[src/rtl/hazard_pkg.sv]
package hazard_pkg;
  localparam int REG_AW = 5;
  localparam int INSTR_W = 32;

  typedef enum logic [1:0] {
    BYP_RF   = 2'b00,
    BYP_NEAR = 2'b01,
    BYP_FAR  = 2'b10
  } byp_sel_e;
endpackage

[src/rtl/reg_field_split.sv]
module reg_field_split #(
  parameter int IW = 32,
  parameter int AW = 5,
  parameter int SRCA_LSB = 21,
  parameter int SRCB_LSB = 16,
  parameter int DST_LSB = 11
) (
  input  logic [IW-1:0] instr,
  input  logic          rr_fmt,
  output logic [AW-1:0] src_a,
  output logic [AW-1:0] src_b,
  output logic [AW-1:0] dest
);
  localparam int TOP_USED = SRCA_LSB + AW;

  logic unused_bits;
  assign unused_bits = ^{instr[IW-1:TOP_USED], instr[DST_LSB-1:0]};

  assign src_a = instr[SRCA_LSB +: AW];
  assign src_b = instr[SRCB_LSB +: AW];
  assign dest  = rr_fmt ? instr[DST_LSB +: AW] : instr[SRCB_LSB +: AW];
endmodule

[src/rtl/byp_pick.sv]
module byp_pick
  import hazard_pkg::*;
#(
  parameter int AW = 5
) (
  input  logic [AW-1:0] src,
  input  logic          used,
  input  logic          near_ok,
  input  logic [AW-1:0] near_rd,
  input  logic          near_wen,
  input  logic [AW-1:0] far_rd,
  input  logic          far_wen,
  output logic [1:0]    sel
);
  logic live, near_hit, far_hit;

  assign live     = used && (src != '0);
  assign near_hit = live && near_ok && near_wen && (near_rd == src);
  assign far_hit  = live && far_wen && (far_rd == src);

  always_comb begin
    if (near_hit)     sel = BYP_NEAR;
    else if (far_hit) sel = BYP_FAR;
    else              sel = BYP_RF;
  end
endmodule

[src/rtl/load_use_check.sv]
module load_use_check #(
  parameter int AW = 5
) (
  input  logic [AW-1:0] dec_a,
  input  logic [AW-1:0] dec_b,
  input  logic          dec_use_a,
  input  logic          dec_use_b,
  input  logic [AW-1:0] ld_dest,
  input  logic          ld_wen,
  input  logic          ld_is_load,
  output logic          hold
);
  logic ld_live;
  assign ld_live = ld_is_load && ld_wen && (ld_dest != '0);
  assign hold = ld_live && ((dec_use_a && (dec_a == ld_dest)) ||
                            (dec_use_b && (dec_b == ld_dest)));
endmodule

[src/rtl/hazard_ctrl.sv]
module hazard_ctrl
  import hazard_pkg::*;
#(
  parameter int IW = INSTR_W,
  parameter int AW = REG_AW
) (
  input  logic [IW-1:0] id_instr,
  input  logic          id_use_rs1,
  input  logic          id_use_rs2,
  input  logic [IW-1:0] ex_instr,
  input  logic          ex_rr_fmt,
  input  logic          ex_use_rs1,
  input  logic          ex_use_rs2,
  input  logic          ex_store,
  input  logic          ex_wen,
  input  logic          ex_load,
  input  logic [AW-1:0] mem_rd,
  input  logic          mem_wen,
  input  logic          mem_load,
  input  logic          mem_store,
  input  logic [AW-1:0] mem_sd_reg,
  input  logic [AW-1:0] wb_rd,
  input  logic          wb_wen,
  input  logic          wb_load,
  output logic [1:0]    fwd_a,
  output logic [1:0]    fwd_b,
  output logic [1:0]    fwd_sd,
  output logic [1:0]    fwd_mem_sd,
  output logic          stall
);
  localparam int NOPS = 2;

  logic [AW-1:0] id_a, id_b, unused_id_dest;
  logic [AW-1:0] ex_a, ex_b, ex_dest;

  reg_field_split #(.IW(IW), .AW(AW)) u_id_split (
    .instr(id_instr), .rr_fmt(1'b1),
    .src_a(id_a), .src_b(id_b), .dest(unused_id_dest)
  );

  reg_field_split #(.IW(IW), .AW(AW)) u_ex_split (
    .instr(ex_instr), .rr_fmt(ex_rr_fmt),
    .src_a(ex_a), .src_b(ex_b), .dest(ex_dest)
  );

  // ALU operand bypass, one picker per operand
  logic [AW-1:0] op_src [NOPS];
  logic          op_use [NOPS];
  logic [1:0]    op_sel [NOPS];

  assign op_src[0] = ex_a;
  assign op_src[1] = ex_b;
  assign op_use[0] = ex_use_rs1;
  assign op_use[1] = ex_use_rs2;

  for (genvar g = 0; g < NOPS; g++) begin : g_op
    byp_pick #(.AW(AW)) u_pick (
      .src(op_src[g]), .used(op_use[g]), .near_ok(1'b1),
      .near_rd(mem_rd), .near_wen(mem_wen),
      .far_rd(wb_rd), .far_wen(wb_wen),
      .sel(op_sel[g])
    );
  end

  assign fwd_a = op_sel[0];
  assign fwd_b = op_sel[1];

  // Store data in execute: a load in execute/memory holds an address, not data
  byp_pick #(.AW(AW)) u_sd_pick (
    .src(ex_b), .used(ex_store), .near_ok(!mem_load),
    .near_rd(mem_rd), .near_wen(mem_wen),
    .far_rd(wb_rd), .far_wen(wb_wen),
    .sel(fwd_sd)
  );

  // Store data in memory stage: loaded word from the load just ahead
  byp_pick #(.AW(AW)) u_msd_pick (
    .src(mem_sd_reg), .used(mem_store), .near_ok(1'b0),
    .near_rd(mem_rd), .near_wen(1'b0),
    .far_rd(wb_rd), .far_wen(wb_wen && wb_load),
    .sel(fwd_mem_sd)
  );

  load_use_check #(.AW(AW)) u_lu (
    .dec_a(id_a), .dec_b(id_b),
    .dec_use_a(id_use_rs1), .dec_use_b(id_use_rs2),
    .ld_dest(ex_dest), .ld_wen(ex_wen), .ld_is_load(ex_load),
    .hold(stall)
  );
endmodule

[config.mk]
export PLATFORM = sky130hd
export DESIGN_NAME = hazard_ctrl
export DESIGN_NICKNAME = d
export VERILOG_FILES = /design/src/rtl/hazard_pkg.sv /design/src/rtl/reg_field_split.sv /design/src/rtl/byp_pick.sv /design/src/rtl/load_use_check.sv /design/src/rtl/hazard_ctrl.sv
export SDC_FILE = /design/constraint.sdc
export NUM_CORES = 1
export LEC_CHECK = 0
export CORE_MARGIN = 4
export CORE_UTILIZATION = 29
export DETAILED_ROUTE_END_ITERATION = 10
export PLACE_DENSITY = 0.82
export RECOVER_POWER = 100
export SYNTH_ARGS = -nofsm -noshare
export SYNTH_HDL_FRONTEND = slang
export SYNTH_HIERARCHICAL = 1
export SYNTH_SLANG_ARGS = --single-unit
[constraint.sdc]
create_clock -name vclk -period 1.7
set_input_delay 0.34 -clock vclk [all_inputs]
set_output_delay 0.34 -clock vclk [all_outputs]
set_load 0.02 [all_outputs]
==> results_dict.tcl <==
set metrics [dict create \
    outcome "finished, violations left" \
    violations "setup timing" \
    grt_max_degree 7 \
    regArea_um2 0 \
    route.met3.wl_um 190 \
    antenna_cells 0 \
    post-dp-hpwl_um 2566 \
    power.density_mw_per_mm2 224.4 \
    met1_length_um 1304 \
    timing_hold_violations_final 0 \
    area_delta_synth_final_pct 100.0 \
    cp-start-kind "input port" \
    clkbuf_count 0 \
    seq_cells 0 \
    fp.dieH_um 66.42 \
    vias 1063 \
    ir_drop_mv 0.1159 \
    viasPerCell 4.543 \
    netlist_area_um2 989.7 \
    critPathMaxFanout 3 \
    max_cap_violations 0 \
    dr.pass1.iters 4 \
    design.core.area_mm2 0.003153 \
    synth_cells 122 \
    setup_tns_ns -1.220 \
    io_pins 101 \
    grt_pass1_wl_um 4899 \
    setup_violations 7 \
    finalCritPeriodShare_pct 122.8 \
    cp-end-kind "output pin" \
    grt_util_all_layers_pct 13.65 \
    worstPathRequired_ns 1.36 \
    place.gp.congestion 0.7253 \
    die_w_um 66.42 \
    arrival_ns 1.75 \
    avgSynthCellArea_um2 8.112 \
    dr.max_layer_used "met4" \
    fmax_ghz 0.4789 \
    min_period_ns 2.088 \
    overflow 0 \
    maxSlewViolCount 0 \
    multi_input_area_mm2 0.001076 \
    dp_slack_ns -1.387 \
    drt_iter0_markers 11 \
    rsz0062_at_grt "yes" \
    critical_path_class "input port to output pin" \
    totalPowerFinal_mw 0.4441 \
    postCtsHoldBufs 0 \
    initial_core_util_pct 31.39 \
    die_area_mm2 0.004412 \
    fill_cells 281 \
    final_nets 284 \
    ys.warnings.count 6 \
    hp-class "input port to output pin" \
    leakagePower_nw 0.7915 \
    layout_setup_ws_ns -0.3883 \
    rows 20 \
    wire_per_inst_um 13.92 \
    dr_wl_met2_um 1687 \
    ant_nets 0 \
    wl_um 3257 \
    drive_gt1_share_pct 55.26 \
    drc_errors 0 \
    antenna_found_initial 0 \
    grt_pass1_vias 1133 \
    io_buffers 61 \
]
## layout make-up
type,instances,area share [%]
inverters,1,0.1896
multi-input cells,99,54.36
well taps,44,2.781
repair buffers,90,42.67
## worst max-delay path, cell delays in order
cell and delay [ns]:
dlygate4sd2_1 0.24, mux2_4 0.28, or4_4 0.52, o211ai_2 0.19
a21oi_4 0.04, buf_6 0.13
## placed cells by master (no fill, tap or decap)
cell              n
nor2_4            4
nand3_1           5
nor4_2            5
dlymetal6s2s_1    1
clkdlybuf4s50_1  19
buf_12            2
nand4_1           8
clkdlybuf4s15_1   2
mux2_2            1
nor3_4            3
nand3_2           1
conb_1            4
buf_8             4
nor3_2            1
xnor2_1          19
nor4b_4           3
xor2_1           19
buf_4            28
o211ai_2          1
inv_1             1
or4_4             5
buf_2             9
dlygate4sd2_1     6
nor4_4            1
buf_6            15
and2_1            1
a21oi_4           1
mux2_4            4
xor2_4            1
xor2_2            4
xnor2_2           7
clkdlybuf4s15_2   4
nor4b_2           1
## through the flow
stage / cells / hold slack (ns) / util [%] / cell area, um2
after floorplan: 124 / 0.7907 / - / 1094
after global placement: 230 / 1.734 / 55.56 / 1752
after detailed placement: 230 / 1.731 / 55.56 / 1752
after CTS: 233 / 1.195 / 57.58 / 1815
after global routing: 234 / 1.112 / 62.78 / 1979
final: 234 / 1.083 / 62.78 / 1979
## worst paths after layout
kind,from,end,slack [ns],cells after the start
max,ex_instr[14],stall,-0.39,6
min,ex_use_rs2,fwd_b[1],1.08,3
## where the power goes
part | switching, mW | internal (mW) | leakage, nW | total (mW)
Combinational | 0.182 | 0.262 | 0.791 | 0.444
Sequential | 0 | 0 | 0 | 0
Clock | 0 | 0 | 0 | 0
## metal layers
layer	track usage (%)	vias up
met1	16.27	487
met2	26.89	36
met4	1.015	0
li1	-	534
met5	0	-
met3	1.190	6
## what timing repair did
item	4_1_cts	5_1_grt
setup endpoints to repair	8	8
setup buffers	3	1
pin swaps	41	22
gates resized for setup	178	40
Note: power is estimated with default switching activity, not from simulation.
